**config.mk**
```make
export PLATFORM = sky130hd
export DESIGN_NAME = dual_half_mac
export DESIGN_NICKNAME = d
export VERILOG_FILES = /design/src/rtl/dhm_pkg.sv /design/src/rtl/dhm_operand_sel.sv /design/src/rtl/dhm_lane_mul.sv /design/src/rtl/dhm_combine.sv /design/src/rtl/dual_half_mac.sv
export SDC_FILE = /design/constraint.sdc
export NUM_CORES = 2
export LEC_CHECK = 0
export ABC_AREA = 1
export BUFFER_PORTS_ARGS = -buffer_cell sky130_fd_sc_hd__buf_2
export CAP_MARGIN = 20
export CORE_AREA = 4 4 246 248
export DETAILED_ROUTE_END_ITERATION = 8
export DIE_AREA = 0 0 250 252
export GPL_ROUTABILITY_DRIVEN = 0
export SLEW_MARGIN = 10
export SYNTH_ARGS = -nofsm -noshare
export SYNTH_HDL_FRONTEND = slang
export SYNTH_SLANG_ARGS = --single-unit
```
**constraint.sdc**
```tcl
create_clock -name clk_i -period 1.1 [get_ports clk_i]
set_clock_uncertainty 0.05 [all_clocks]
set_input_delay 0.11 -clock clk_i [delete_from_list [all_inputs] [get_ports clk_i]]
set_output_delay 0.11 -clock clk_i [all_outputs]
set_load 0.05 [all_outputs]
```
**src/rtl/dhm_pkg.sv**
```systemverilog
package dhm_pkg;
  typedef enum logic {
    CMB_ADD = 1'b0,
    CMB_SUB = 1'b1
  } cmb_op_e;

  localparam int unsigned LANES    = 2;
  localparam int unsigned LANE_BOT = 0;
  localparam int unsigned LANE_TOP = 1;
endpackage

```
**src/rtl/dhm_operand_sel.sv**
```systemverilog
module dhm_operand_sel #(
  parameter int unsigned HALF_W = 16,
  localparam int unsigned WORD_W = 2 * HALF_W
) (
  input  logic [WORD_W-1:0]                     op_a_i,
  input  logic [WORD_W-1:0]                     op_b_i,
  input  logic                                  exch_i,
  output logic [dhm_pkg::LANES-1:0][HALF_W-1:0] a_half_o,
  output logic [dhm_pkg::LANES-1:0][HALF_W-1:0] b_half_o
);
  for (genvar g = 0; g < int'(dhm_pkg::LANES); g++) begin : g_lane
    localparam int unsigned OWN = g * HALF_W;
    localparam int unsigned OPP = (dhm_pkg::LANES - 1 - g) * HALF_W;
    assign a_half_o[g] = op_a_i[OWN +: HALF_W];
    // exchange pairs each first-operand half with the opposite second-operand half
    assign b_half_o[g] = exch_i ? op_b_i[OPP +: HALF_W] : op_b_i[OWN +: HALF_W];
  end
endmodule

```
**src/rtl/dhm_lane_mul.sv**
```systemverilog
module dhm_lane_mul #(
  parameter int unsigned HALF_W = 16,
  localparam int unsigned PROD_W = 2 * HALF_W
) (
  input  logic [HALF_W-1:0] a_i,
  input  logic [HALF_W-1:0] b_i,
  output logic [PROD_W-1:0] prod_o
);
  logic signed [PROD_W-1:0] a_ext, b_ext, prod;

  assign a_ext  = {{HALF_W{a_i[HALF_W-1]}}, a_i};
  assign b_ext  = {{HALF_W{b_i[HALF_W-1]}}, b_i};
  assign prod   = a_ext * b_ext;
  assign prod_o = prod;
endmodule

```
**src/rtl/dhm_combine.sv**
```systemverilog
module dhm_combine #(
  parameter int unsigned PROD_W = 32
) (
  input  logic [PROD_W-1:0]     prod_bot_i,
  input  logic [PROD_W-1:0]     prod_top_i,
  input  dhm_pkg::cmb_op_e      op_i,
  output logic [PROD_W-1:0]     res_o,
  output logic                  add_ovf_o
);
  import dhm_pkg::*;

  logic [PROD_W-1:0] sum, diff;

  assign sum  = prod_bot_i + prod_top_i;
  assign diff = prod_bot_i - prod_top_i;

  always_comb begin
    res_o     = sum;
    add_ovf_o = 1'b0;
    unique case (op_i)
      CMB_ADD: begin
        res_o     = sum;
        add_ovf_o = (prod_bot_i[PROD_W-1] == prod_top_i[PROD_W-1]) &&
                    (sum[PROD_W-1] != prod_bot_i[PROD_W-1]);
      end
      CMB_SUB: begin
        res_o     = diff;
        add_ovf_o = 1'b0;  // difference of two halfword products always fits
      end
      default: ;
    endcase
  end
endmodule

```
**src/rtl/dual_half_mac.sv**
```systemverilog
module dual_half_mac #(
  parameter int unsigned HALF_W = 16,
  localparam int unsigned WORD_W = 2 * HALF_W
) (
  input  logic              clk_i,
  input  logic              rst_ni,
  input  logic              valid_i,
  input  logic [WORD_W-1:0] op_a_i,
  input  logic [WORD_W-1:0] op_b_i,
  input  logic              sub_i,
  input  logic              exch_i,
  input  logic              clr_flag_i,
  output logic              valid_o,
  output logic [WORD_W-1:0] result_o,
  output logic              ovf_o
);
  import dhm_pkg::*;

  localparam logic [WORD_W-1:0] CORNER_PROD = WORD_W'(1) << (WORD_W - 2);

  logic [LANES-1:0][HALF_W-1:0] a_half, b_half;
  logic [LANES-1:0][WORD_W-1:0] prod;
  logic [WORD_W-1:0]            res_d;
  logic                         add_ovf;
  cmb_op_e                      op_sel;

  dhm_operand_sel #(.HALF_W(HALF_W)) u_sel (
    .op_a_i  (op_a_i),
    .op_b_i  (op_b_i),
    .exch_i  (exch_i),
    .a_half_o(a_half),
    .b_half_o(b_half)
  );

  for (genvar g = 0; g < int'(LANES); g++) begin : g_mul
    dhm_lane_mul #(.HALF_W(HALF_W)) u_mul (
      .a_i   (a_half[g]),
      .b_i   (b_half[g]),
      .prod_o(prod[g])
    );
  end

  assign op_sel = sub_i ? CMB_SUB : CMB_ADD;

  dhm_combine #(.PROD_W(WORD_W)) u_cmb (
    .prod_bot_i(prod[LANE_BOT]),
    .prod_top_i(prod[LANE_TOP]),
    .op_i      (op_sel),
    .res_o     (res_d),
    .add_ovf_o (add_ovf)
  );

  always_ff @(posedge clk_i or negedge rst_ni) begin
    if (!rst_ni) begin
      valid_o  <= 1'b0;
      result_o <= '0;
      ovf_o    <= 1'b0;
    end else begin
      valid_o <= valid_i;
      if (valid_i) result_o <= res_d;
      // a set in the clearing cycle wins
      ovf_o <= (ovf_o & ~clr_flag_i) | (valid_i & add_ovf);
    end
  end

  p_valid_lat_r9: assert property (@(posedge clk_i) disable iff (!rst_ni)
    valid_i |=> valid_o);
  p_valid_idle_r9: assert property (@(posedge clk_i) disable iff (!rst_ni)
    !valid_i |=> !valid_o);
  p_hold_r9: assert property (@(posedge clk_i) disable iff (!rst_ni)
    !valid_i |=> $stable(result_o));
  p_sticky_r7: assert property (@(posedge clk_i) disable iff (!rst_ni)
    (ovf_o && !clr_flag_i) |=> ovf_o);
  p_clear_r7: assert property (@(posedge clk_i) disable iff (!rst_ni)
    (clr_flag_i && !(valid_i && add_ovf)) |=> !ovf_o);
  p_rise_only_ovf_r6: assert property (@(posedge clk_i) disable iff (!rst_ni)
    (!ovf_o && !(valid_i && add_ovf)) |=> !ovf_o);
  p_ovf_corner_r6: assert property (@(posedge clk_i) disable iff (!rst_ni)
    add_ovf |-> (prod[LANE_BOT] == CORNER_PROD && prod[LANE_TOP] == CORNER_PROD));
  p_no_sub_ovf_r8: assert property (@(posedge clk_i) disable iff (!rst_ni)
    (valid_i && sub_i) |=> (ovf_o == $past(ovf_o && !clr_flag_i)));
  p_ovf_result_r4: assert property (@(posedge clk_i) disable iff (!rst_ni)
    (valid_i && add_ovf) |=> (result_o == (WORD_W'(1) << (WORD_W - 1))));
endmodule

```
==> flow_metrics.py <==
metrics = {
    "final_layout": {
        "layout-drive-gt1-share_pct": 35.86,
        "mostFrequentLayoutCell": "inv_1",
        "area_delta_synth_final_pct": 45.52,
        "mostFrequentLayoutCells": "inv_1 (794), nand2_1 (682), buf_4 (680)",
        "postLayoutCellArea_um2": 37840,
        "n_fill_cell": 4786,
        "nets": 5182,
        "num_antenna_cells": 0,
    },
    "drt": {
        "drt_iter0_markers": 1632,
        "drt-total-wl_um": 87510,
        "detail-route-antenna-nets": 0,
        "drcViolationCount": 0,
        "via_per_inst": 4.998,
        "vias": 25660,
        "firstDrtPassIters": 5,
        "wl_per_cell_um": 17.04,
    },
    "global_routing": {
        "antenna_found_initial": 0,
        "grt_usage_pct": 27.40,
        "globalRouteOverflowTotal": 0,
        "grt_max_degree": 36,
        "grt_pass1_vias": 27210,
        "grt_first_pass_wirelength_um": 138700,
    },
    "floorplanning": {
        "core.rowCount": 89,
        "start_util_pct": 44.48,
        "core_region_area_um2": 58460,
        "ioPinCount": 104,
        "die_area_um2": 63000,
        "die_y_um": 252,
        "die_x_um": 250,
    },
    "yosys": {
        "synth_cells": 3553,
        "syn-num-nets": 4375,
        "syn_area_per_cell_um2": 7.319,
        "yosysSeqAreaShare_pct": 3.272,
        "yosys_warnings": 0,
        "syn_area_um2": 26000,
        "ys_ff_latch": 34,
        "ys_types": 45,
    },
    "setup_path": {
        "max_stage_delay_ns": 0.52,
        "path_class": "in2reg",
        "slowest_stage": "fa_1",
        "path_max_fanout": 5,
        "critPathRequiredTime_ns": 1.28,
        "crit_arrival_ns": 7.15,
        "cp-start-kind": "primary input",
        "worst-r2r-cell-count": 1,
        "reg2reg_to": "result_o[1]",
        "endpoint_kind": "flop",
        "reg2reg_from": "result_o[1]",
        "crit_top_cell": "nand2_1",
        "r2r_slack_ns": 0.34,
    },
    "placed_design": {
        "detailed_place_hpwl_um": 72510,
        "io_buffers": 103,
        "placed_area_um2": 33040,
    },
    "sta": {
        "period_share_pct": 633.3,
        "fin_ws_ns": -5.867,
        "rsz0062_at_grt": "yes",
        "hold_viol": 0,
        "fmaxAchievable_mhz": 143.5,
        "fin_crit_ns": 6.967,
        "finalSetupViolations": 33,
        "maxSlewHeadroom_pct": 65.60,
        "maxSlewViolCount": 0,
        "tightest_slew_ns": 0.5154,
    },
    "min_path": {
        "hold_path_end": "valid_o",
        "min_path_type": "in2reg",
        "min-delay-start": "valid_i",
        "hold_depth": 2,
    },
    "clock_network": {
        "htreeDepth": 2,
        "clk_pin_slew_ns": 0.06,
        "cts_tree": "yes",
        "clockBufferDepth": 2,
        "cts_root_buf": "clkbuf_16",
        "cts_buffers": 5,
        "worstSkewPairLatency_ns": 0.29,
        "cts_num_sinks": 34,
    },
    "outcome": {
        "violations": "setup timing",
        "status": "complete, but fails checks",
    },
    "flow_run": {
        "drv_cap": 0,
    },
}
## cell type report
class / count / area [um^2] / share of cell area [%]
Clock buffer: 7 / 142.6 / 0.3769
Clock inverter: 1 / 5.005 / 0.01323
Inverter: 908 / 3513 / 9.284
Multi-Input combinational cell: 2526 / 25140 / 66.42
Sequential cell: 34 / 852.1 / 2.252
Tap cell: 773 / 967.2 / 2.556
Timing Repair Buffer: 884 / 7218 / 19.07
Timing Repair inverter: 1 / 8.758 / 0.02314
## logic make-up after synthesis
logic type / count (synthesis) / share of synthesized area (%)
flip-flops: 34 / 3.272
multiplexers: 4 / 0.1540
XOR/XNOR: 59 / 2.016
AND/OR/NAND/NOR: 1406 / 21.70
buffers and inverters: 993 / 14.62
adder cells (fa/ha/maj): 752 / 51.37
AO/OA/AOI/OAI: 305 / 6.871
## synthesized netlist by cell type, drive strengths merged
master  count  area share (%)
o211ai      8            0.25
o311ai      1           0.063
nand2     790              11
nand4      15            0.36
or2        20            0.48
dfrtp      34             3.3
nand3b      6            0.17
nor4       10            0.29
a31oi      11            0.26
a221oi      1           0.034
a31o        3            0.10
o21ai     105             2.1
xnor2      16            0.57
xor2       43             1.4
mux2i       4            0.15
ha        226              11
nor2      439             6.5
a21o       13            0.38
clkinv     17            0.25
clkbuf     43            0.63
nor3       18            0.35
inv       891              13
o21a        6            0.17
a22o        1           0.034
a21oi     127             2.6
buf        42            0.89
fa        526              40
nand3     108             2.1
a21boi      5            0.14
o21bai     24            0.69
## worst max-delay path by stage
stage	depth (start not counted)	from	to
after floorplan	40	exch_i	result_o[25]
after global placement	35	exch_i	result_o[29]
after detailed placement	34	exch_i	result_o[27]
after CTS	39	exch_i	result_o[30]
after global routing	42	exch_i	result_o[28]
final	45	exch_i	result_o[28]
## per-stage QoR
stage	hold WS, ns	worst slack, ns	utilization, %	TNS (ns)	std cells
6_report	0.1200	-5.867	64.73	-158.09	5134
5_1_grt	0.1256	-6.222	64.73	-165.42	5134
4_1_cts	0.1212	-5.746	61.98	-154.51	5089
3_5_place_dp	0.04176	-6.531	56.52	-178.34	4995
3_3_place_gp	0.03587	-6.637	56.52	-177.91	4995
2_1_floorplan	-0.2356	-5.604	-	-146.22	3553
## flip-flops by register name, summed over array words and instances (netlist names)
signal / count
result_o: 32
valid_o: 1
ovf_o: 1
## worst max-delay path: cells and delay by family
family | cells | cell delay (ns)
adder cells (fa/ha/maj) | 8 | 3.51
XOR/XNOR | 1 | 0.18
AND/OR/NAND/NOR | 21 | 1.87
buffers and inverters | 13 | 1.19
AO/OA/AOI/OAI | 2 | 0.27
## metal layers
layer / vias to the layer above / global-route usage (%) / share of wire, %
li1: 12080 / - / -
met4: 0 / 10.83 / 5.0
met1: 12510 / 34.05 / 39
met2: 832 / 49.04 / 50
met3: 242 / 3.165 / 5.5
met5: - / 0 / 0
## repair_timing
action                                  in CTS  in global routing
hold buffers                                 2                  0
pin swaps                                  182                181
endpoints found under the setup margin      39                 35
cloned                                       6                  2
setup buffers                               83                 48
endpoints found under the hold margin       35                  0
resized for setup                          504                288
Power is not shown: default switching activity piles up to over one toggle a cycle in this logic, so the estimate is an artifact.
